## src/rtl/wdt_pkg.sv

```systemverilog
package wdt_pkg;

   // Progress of the two-byte service key
   typedef enum logic {
      KEY_NONE = 1'b0,
      KEY_HALF = 1'b1
   } key_state_e;

endpackage

```

## src/rtl/wdt_key_tracker.sv

```systemverilog
module wdt_key_tracker
   import wdt_pkg::*;
#(
   parameter int             DATA_W = 8,
   parameter logic [DATA_W-1:0] KEY_A = 8'h1E,
   parameter logic [DATA_W-1:0] KEY_B = 8'hE1
) (
   input  logic              clk,
   input  logic              rst_n,
   input  logic              block_i,
   input  logic              wr_en_i,
   input  logic [DATA_W-1:0] wr_data_i,
   output logic              key_ok_o
);

   key_state_e state_q, state_d;

   always_comb begin
      key_ok_o = 1'b0;
      state_d  = state_q;
      if (block_i) begin
         state_d = KEY_NONE;
      end else if (wr_en_i) begin
         key_ok_o = (state_q == KEY_HALF) && (wr_data_i == KEY_B);
         state_d  = (wr_data_i == KEY_A) ? KEY_HALF : KEY_NONE;
      end
   end

   always_ff @(posedge clk or negedge rst_n) begin
      if (!rst_n) state_q <= KEY_NONE;
      else        state_q <= state_d;
   end

endmodule

```

## src/rtl/wdt_mc_prescaler.sv

```systemverilog
module wdt_mc_prescaler #(
   parameter int MC_DIV = 12
) (
   input  logic clk,
   input  logic rst_n,
   input  logic clear_i,
   input  logic run_i,
   output logic tick_o
);

   localparam int PRE_W = (MC_DIV > 1) ? $clog2(MC_DIV) : 1;
   localparam logic [PRE_W-1:0] LAST = PRE_W'(MC_DIV - 1);

   logic [PRE_W-1:0] pre_q;

   assign tick_o = run_i && !clear_i && (pre_q == LAST);

   always_ff @(posedge clk or negedge rst_n) begin
      if (!rst_n) begin
         pre_q <= '0;
      end else if (clear_i) begin
         pre_q <= '0;
      end else if (run_i) begin
         pre_q <= (pre_q == LAST) ? '0 : pre_q + 1'b1;
      end
   end

endmodule

```

## src/rtl/wdt_core_counter.sv

```systemverilog
module wdt_core_counter #(
   parameter int CNT_W = 14
) (
   input  logic             clk,
   input  logic             rst_n,
   input  logic             block_i,
   input  logic             arm_i,
   input  logic             tick_i,
   output logic             armed_o,
   output logic [CNT_W-1:0] count_o,
   output logic             overflow_o
);

   localparam logic [CNT_W-1:0] CNT_MAX = '1;

   logic             armed_q;
   logic [CNT_W-1:0] count_q;

   assign overflow_o = armed_q && tick_i && !arm_i && (count_q == CNT_MAX);
   assign armed_o    = armed_q;
   assign count_o    = count_q;

   always_ff @(posedge clk or negedge rst_n) begin
      if (!rst_n) begin
         armed_q <= 1'b0;
         count_q <= '0;
      end else if (block_i) begin
         armed_q <= 1'b0;
         count_q <= '0;
      end else if (arm_i) begin
         armed_q <= 1'b1;
         count_q <= '0;
      end else if (overflow_o) begin
         armed_q <= 1'b0;
         count_q <= '0;
      end else if (armed_q && tick_i) begin
         count_q <= count_q + 1'b1;
      end
   end

endmodule

```

## src/rtl/wdt_pulse_gen.sv

```systemverilog
module wdt_pulse_gen #(
   parameter int PULSE_LEN = 98
) (
   input  logic clk,
   input  logic rst_n,
   input  logic start_i,
   output logic active_o
);

   localparam int PW = $clog2(PULSE_LEN + 1);

   logic [PW-1:0] left_q;

   assign active_o = (left_q != '0);

   always_ff @(posedge clk or negedge rst_n) begin
      if (!rst_n) begin
         left_q <= '0;
      end else if (start_i && !active_o) begin
         left_q <= PW'(PULSE_LEN);
      end else if (active_o) begin
         left_q <= left_q - 1'b1;
      end
   end

endmodule

```

## src/rtl/keyed_wdt.sv

```systemverilog
module keyed_wdt #(
   parameter int DATA_W    = 8,
   parameter int CNT_W     = 14,
   parameter int MC_DIV    = 12,
   parameter int PULSE_OSC = 98,
   parameter logic [DATA_W-1:0] KEY_A = 8'h1E,
   parameter logic [DATA_W-1:0] KEY_B = 8'hE1
) (
   input  logic              clk,
   input  logic              rst_n,
   input  logic              wr_en_i,
   input  logic [DATA_W-1:0] wr_data_i,
   input  logic              idle_i,
   input  logic              pdown_i,
   input  logic              idle_hold_i,
   input  logic              rsto_dis_i,
   output logic              sys_rst_o,
   output logic              rst_pin_o
);

   initial begin
      if (CNT_W < 2)        $fatal(1, "keyed_wdt: CNT_W must be at least 2");
      if (MC_DIV < 1)       $fatal(1, "keyed_wdt: MC_DIV must be at least 1");
      if (PULSE_OSC < 1)    $fatal(1, "keyed_wdt: PULSE_OSC must be at least 1");
      if (KEY_A == KEY_B)   $fatal(1, "keyed_wdt: key bytes must differ");
   end

   logic             key_ok;
   logic             armed;
   logic [CNT_W-1:0] count;
   logic             tick;
   logic             overflow;
   logic             pulse_on;
   logic             run;

   // Paused in power-down always, in idle only when configured to
   assign run = armed && !pdown_i && !(idle_i && idle_hold_i);

   wdt_key_tracker #(
      .DATA_W (DATA_W),
      .KEY_A  (KEY_A),
      .KEY_B  (KEY_B)
   ) u_key (
      .clk       (clk),
      .rst_n     (rst_n),
      .block_i   (pulse_on),
      .wr_en_i   (wr_en_i),
      .wr_data_i (wr_data_i),
      .key_ok_o  (key_ok)
   );

   wdt_mc_prescaler #(
      .MC_DIV (MC_DIV)
   ) u_pre (
      .clk     (clk),
      .rst_n   (rst_n),
      .clear_i (key_ok || !armed || pulse_on),
      .run_i   (run),
      .tick_o  (tick)
   );

   wdt_core_counter #(
      .CNT_W (CNT_W)
   ) u_cnt (
      .clk        (clk),
      .rst_n      (rst_n),
      .block_i    (pulse_on),
      .arm_i      (key_ok),
      .tick_i     (tick),
      .armed_o    (armed),
      .count_o    (count),
      .overflow_o (overflow)
   );

   wdt_pulse_gen #(
      .PULSE_LEN (PULSE_OSC)
   ) u_pulse (
      .clk      (clk),
      .rst_n    (rst_n),
      .start_i  (overflow),
      .active_o (pulse_on)
   );

   assign sys_rst_o = pulse_on;
   assign rst_pin_o = pulse_on && !rsto_dis_i;

endmodule

```

## config.mk

```make
export PLATFORM = sky130hd
export DESIGN_NAME = keyed_wdt
export DESIGN_NICKNAME = d
export VERILOG_FILES = /design/src/rtl/wdt_pkg.sv /design/src/rtl/wdt_key_tracker.sv /design/src/rtl/wdt_mc_prescaler.sv /design/src/rtl/wdt_core_counter.sv /design/src/rtl/wdt_pulse_gen.sv /design/src/rtl/keyed_wdt.sv
export SDC_FILE = /design/constraint.sdc
export NUM_CORES = 1
export LEC_CHECK = 0
export BUFFER_PORTS_ARGS = -buffer_cell sky130_fd_sc_hd__buf_2
export CORE_ASPECT_RATIO = 1.2
export CORE_MARGIN = 2
export CORE_UTILIZATION = 50
export DETAILED_ROUTE_END_ITERATION = 6
export PLACE_DENSITY = 0.69
export SLEW_MARGIN = 20
export SYNTH_ARGS = -nofsm -noshare
export SYNTH_HDL_FRONTEND = slang
export SYNTH_SLANG_ARGS = --single-unit
```

## constraint.sdc

```tcl
create_clock -name clk -period 4.09 [get_ports clk]
set_clock_uncertainty 0.15 [all_clocks]
set_input_delay 0.409 -clock clk [delete_from_list [all_inputs] [get_ports clk]]
set_output_delay 0.409 -clock clk [all_outputs]
set_load 0.01 [all_outputs]
```

==> results_dict.tcl, run 1 <==
set metrics [dict create \
    clockBufferDepth 2 \
    cp_cell_sequence "inv_1 -> ha_1 -> nand2b_4 -> nor4_4 -> inv_4 -> buf_2" \
    nNetsFinal 193 \
    grt_usage_pct 20.4 \
    firstDrtPassIters 4 \
    syn-instance-count 156 \
    initial_core_util_pct 52.8 \
    cp-start-kind "flop" \
    hold_end "u_key.state_q" \
    synth-seq-area-share_pct 46.0 \
    critical_path_class "reg -> out" \
    cap_violations 0 \
    vdd_drop_max_mv 0.173 \
    fin_crit_sh_pct 58.7 \
    hold_depth 3 \
    required_ps 3530 \
    via_per_inst 6.11 \
    cts_root_buf "clkbuf_4" \
    crit_path_max_incr_delay_ps 450 \
    synth_edf_count 0 \
    slowest_stage "nor4_4" \
    syn_nets 174 \
    cts_resized 0 \
    setup_viol_count_final 0 \
    place.gp.congestion 0.740 \
    wl_per_cell_um 14.3 \
    synth_top_area_share_pct 46.0 \
    drc 0 \
    synth_area_leader_cell "dfrtp_1" \
    power.density_nw_per_um2 246 \
    diodes 0 \
    hp-start "wr_en_i" \
    wl_um 2980 \
    grt_antenna_before_repair 0 \
    place_ws_ps 1770 \
    synth.ff_latch_count 27 \
    clk_latency_ps 310 \
    grt_pass1_vias 1229 \
    cts_sinks 27 \
    syn2layout_area_growth_pct 10.0 \
    yosysUniqueCellTypes 41 \
    status "finished, final reports clean" \
    max_slew.worst_pin.slew_ps 622 \
    path_max_fanout 9 \
    r2r_setup_slack_ps 1720 \
    max_freq_mhz 417 \
    rsz0062_at_grt "false" \
    p_leak_nw 0.658 \
    relSlewSlack_pct 58.5 \
    numPortBuffers 16 \
    hold_class "in -> reg" \
    final_cells 208 \
    vias 1270 \
    detail-route-antenna-nets 0 \
    h-tree-depth 1 \
    synth_flop_cell "dfrtp_1" \
    end_kind "output pin" \
    cts_buffers 3 \
    overflow 0 \
    cp.arrival_ps 1840 \
    r2r_start "u_pulse.left_q[0]" \
    coreArea_um2 2790 \
    tns_ps 0 \
    drt_iter0_drc 31 \
    drive_gt1_share_pct 14.9 \
    dpl.cell_count 203 \
    layout_min_cycle_time_ps 2400 \
    dieHeight_um 63.4 \
    async_flop_share_pct 100 \
    critPathBufInv 3 \
    clkSlewWorstSetupHoldPaths_ps 150 \
    syn-cell-area_um2 1470 \
    ios 17 \
    synth.area.top_cells "dfrtp_1 (46%), a21oi_1 (5.4%), nand2_1 (3.8%)" \
    timing.rr.end "u_pulse.left_q[5]" \
    reg2reg_depth 7 \
    synth_area_per_cell_um2 9.42 \
    dp_hpwl_um 2150 \
    rows 21 \
    grt_pass1_wl_um 5380 \
    cts_tree "built" \
    die_w_um 53.5 \
    grt_max_degree 28 \
    report.final.slew_viol_count 0 \
    fin_ws_ps 1690 \
    die_area_um2 3390 \
    crit_family "simple AND/OR/NAND/NOR gates" \
    ys_warn_count 0 \
    hold_violations 0 \
]
logic make-up after synthesis:
family,share of synthesized area (%)
AOI/OAI and AO/OA,15.9
xor gates and xnor gates,2.98
adders and majority gates,2.55
buffers and inverters,2.30
DFF,46.0
and+or+nand+nor,30.3
area by class of cell:
class | count | area [um2]
fill | 262 | 1170
multi-input combinational | 121 | 761
sequential | 27 | 676
timing repair buffer | 17 | 90.1
tap | 34 | 42.5
clock buffer | 3 | 22.5
inverter | 5 | 21.3
clock inverter | 1 | 5.00
metrics by stage:
| step | power [mW] | hold slack [ps] | area (um2) | util, % |
|---|---|---|---|---|
| final | 0.399 | 189 | 1620 | 58.1 |
| after global routing | 0.420 | 179 | 1620 | 58.1 |
| after CTS | 0.403 | 181 | 1620 | 58.1 |
| after detailed placement | 0.288 | 305 | 1580 | 56.7 |
| after global placement | 0.288 | 303 | 1580 | 56.7 |
| after floorplan | 0.275 | -36.6 | 1470 | - |
worst reg2reg max path, stage by stage, from the launching register on:
cell      delay [ps]
dfrtp_1          420
inv_1             80
ha_1             210
nand2b_4          90
nor4_4           450
inv_4            110
or4b_4           580
a32oi_1          210
layer usage:
layer	global-route usage, %	routed length (um)	up-vias
met5	0	0	-
met4	3.85	19	0
met3	2.13	47	2
met2	35.8	1600	13
met1	26.5	1320	630
li1	-	-	625
synthesized netlist by cell type, drive strengths merged (4+ instances only):
| cell type | number |
|---|---|
| dfrtp | 27 |
| inv | 5 |
| or3 | 9 |
| o21ai | 8 |
| a31oi | 4 |
| nand4 | 5 |
| xnor2 | 4 |
| nand2 | 15 |
| nor2 | 9 |
| and3 | 5 |
| a21oi | 16 |
| nand3 | 11 |
state kept, by name (all words and copies together) (netlist names):
signal	count
u_cnt.armed_o	1
u_cnt.count_o	14
u_key.state_q	1
u_pulse.left_q	7
u_pre.pre_q	4
cells in the final DEF (no fill, tap or decap), drive strengths merged, types with 4 or more instances in the layout:
master | synthesis | final
a21oi | 16 | 16
a31oi | 4 | 4
and3 | 5 | 5
buf | 0 | 16
dfrtp | 27 | 27
inv | 5 | 5
nand2 | 15 | 15
nand3 | 11 | 11
nand4 | 5 | 5
nor2 | 9 | 9
o21ai | 8 | 8
or3 | 9 | 9
xnor2 | 4 | 4
worst max path at each step:
| stage | startpoint | depth (start not counted) | to |
|---|---|---|---|
| after detailed placement | u_pulse.left_q[0] | 7 | u_pulse.left_q[5] |
| after CTS | u_pulse.left_q[0] | 6 | sys_rst_o |
| final | u_pulse.left_q[0] | 6 | sys_rst_o |
| after floorplan | u_pulse.left_q[0] | 7 | u_pulse.left_q[0] |
| after global routing | u_pulse.left_q[0] | 6 | sys_rst_o |
| after global placement | u_pulse.left_q[0] | 7 | u_pulse.left_q[5] |
power breakdown:
group	total, mW	internal, mW	switching (mW)
combinational	0.0164	0.00689	0.00954
clock	0.115	0.0366	0.0785
sequential	0.267	0.267	0
total	0.399	0.310	0.0880
repair_timing:
item | 4_1_cts | 5_1_grt
hold buffers | 1 | 0
buffers inserted | 0 | 0
hold endpoints to repair | 27 | 0
Note: power is estimated with default switching activity, not from simulation.
==> run 2: changes to the inputs <==
ABC_AREA = 1   (was default)
PLACE_DENSITY = 0.71   (was 0.69)
clock period = 2.1 ns   (was 4.09 ns; I/O delays follow)
==> results_dict.tcl, run 2 <==
set metrics [dict create \
    status "finished, final reports clean" \
    synth.area.top_cells "dfrtp_1 (41%), nand2_1 (12%), inv_1 (8.3%)" \
    timing.rr.end "u_cnt.count_o[10]" \
    ios 17 \
    synth_flop_cell "dfrtp_1" \
    synth_area_per_cell_um2 7.34 \
    cp-start-kind "flop" \
    cp.arrival_ps 1580 \
    grt_pass1_vias 1326 \
    firstDrtPassIters 4 \
    nNetsFinal 266 \
    r2r_setup_slack_ps 240 \
    cts_buffers 3 \
    critical_path_class "reg -> out" \
    syn-cell-area_um2 1640 \
    relSlewSlack_pct 59.8 \
    layout_common_cells "nand2_1 (54), inv_1 (36), nor2_1 (32)" \
    async_flop_share_pct 100 \
    max_slew.worst_pin.slew_ps 603 \
    synth_edf_count 0 \
    r2r_start "u_pulse.left_q[0]" \
    initial_core_util_pct 53.1 \
    clockBufferDepth 2 \
    end_kind "output pin" \
    final_common_cell "nand2_1" \
    synth-seq-area-share_pct 41.3 \
    tns_ps 0 \
    place_ws_ps 98.2 \
    wl_per_cell_um 10.4 \
    drc 0 \
    drt_iter0_drc 58 \
    largest_register_ffs 14 \
    yosysMostFrequentCell "nand2_1" \
    numPortBuffers 16 \
    die_area_um2 3750 \
    vdd_drop_max_mv 0.404 \
    cap_violations 0 \
    clkSlewWorstSetupHoldPaths_ps 140 \
    cts_tree "built" \
    place.gp.congestion 0.777 \
    final_cells 283 \
    cts_setup_buffers 0 \
    hp-start "wr_data_i[0]" \
    dpl.cell_count 276 \
    grt_antenna_before_repair 0 \
    detail-route-antenna-nets 0 \
    rsz0062_at_grt "false" \
    total_power_uw 795 \
    hold_depth 4 \
    power.density_nw_per_um2 434 \
    hold_violations 0 \
    via_per_inst 4.98 \
    diodes 0 \
    wl_um 2950 \
    cts_sinks 27 \
    die_w_um 56.2 \
    fin_ws_ps 164 \
    required_ps 1740 \
    ys_warn_count 0 \
    hold_end "u_key.state_q" \
    synth_area_leader_cell "dfrtp_1" \
    synth.ff_latch_count 27 \
    path_max_fanout 10 \
    reg2reg_depth 9 \
    grt_pass1_wl_um 5420 \
    dieHeight_um 66.7 \
    p_leak_nw 0.841 \
    cts_root_buf "clkbuf_4" \
    syn_nets 241 \
    yosysUniqueCellTypes 26 \
    syn-instance-count 223 \
    h-tree-depth 1 \
    layout_min_cycle_time_ps 1940 \
    setup_viol_count_final 0 \
    syn2layout_area_growth_pct 11.9 \
    max_freq_mhz 516 \
    rows 22 \
    overflow 0 \
    hold_class "in -> reg" \
    critPathLaunch "u_pulse.left_q[0]" \
    synth_common_cells "nand2_1 (54), inv_1 (36), nor2_1 (32)" \
    grt_max_degree 28 \
    fin_crit_sh_pct 92.2 \
    grt_usage_pct 18.0 \
    dp_hpwl_um 2250 \
    synth_top_area_share_pct 41.3 \
    vias 1408 \
    report.final.slew_viol_count 0 \
    drive_gt1_share_pct 15.4 \
    clk_latency_ps 340 \
    coreArea_um2 3080 \
]
## run 2: cell count changes in the layout (fill, tap and decap cells not counted), sizes merged, moves of 4 or more
cell / delta
nand3: +11
nand2: +42
inv: +32
a21oi: -8
and3: -5
or3: -9
buf: +4
nor2: +28
nor3: +4
## run 2: per-layer routing
metal | vias to the layer above | global-route usage, % | wire, um
met4 | 0 | 5.95 | 40
li1 | 747 | - | -
met3 | 5 | 2.33 | 75
met5 | - | 0 | 0
met1 | 634 | 22.4 | 1370
met2 | 22 | 32.2 | 1470
## run 2: critical path, stage by stage, from the launching register on
cell and delay [ps]:
dfrtp_1 420, inv_1 110, ha_1 240, nand4_4 190
clkinv_4 130, nor2_1 40, buf_2 130
## run 2: cell type report
type / count / area (um2)
repair buffers: 23 / 140
multi-input cells: 155 / 795
clock inverters: 1 / 7.51
clock buffers: 3 / 22.5
flip-flops and latches: 27 / 676
well taps: 36 / 45.0
inverters: 38 / 148
fillers: 315 / 1250
## run 2: how the worst max path moves through the flow
stage	endpoint	slack [ps]	depth (start not counted)
5_1_grt	rst_pin_o	40	6
4_1_cts	u_cnt.count_o[10]	60	8
3_5_place_dp	u_cnt.count_o[10]	100	8
3_3_place_gp	u_cnt.count_o[11]	130	8
6_report	rst_pin_o	160	6
2_1_floorplan	u_cnt.count_o[13]	340	8
## run 2: where the power goes
part / internal, mW / switching [mW] / total, mW
combinational: 0.0161 / 0.0203 / 0.0364
clock: 0.0729 / 0.166 / 0.239
sequential: 0.520 / 0 / 0.520
## run 2: timing repair
item	4_1_cts	5_1_grt
setup endpoints to repair	0	12
hold buffers	3	0
gates resized for setup	0	1
endpoints found under the hold margin	30	0
## run 2: per-stage QoR
step | hold slack [ps] | utilization (%) | area (um2)
final | 58.9 | 59.5 | 1830
after global routing | 80.5 | 59.5 | 1830
after CTS | 50.8 | 59.2 | 1830
after global placement | 108 | 57.3 | 1770
after floorplan | -236 | - | 1640
after detailed placement | 103 | 57.3 | 1770
## run 2: cells by family (layout without fill, tap and decap cells)
| logic type | Yosys count | in the layout | share of synthesized area, % |
|---|---|---|---|
| flops | 27 | 27 | 41.3 |
| xor+xnor | 7 | 7 | 3.74 |
| compound gates | 18 | 18 | 6.34 |
| simple gates | 127 | 127 | 35.7 |
| fa+ha+maj | 3 | 3 | 2.29 |
| buf+inv | 41 | 65 | 10.7 |
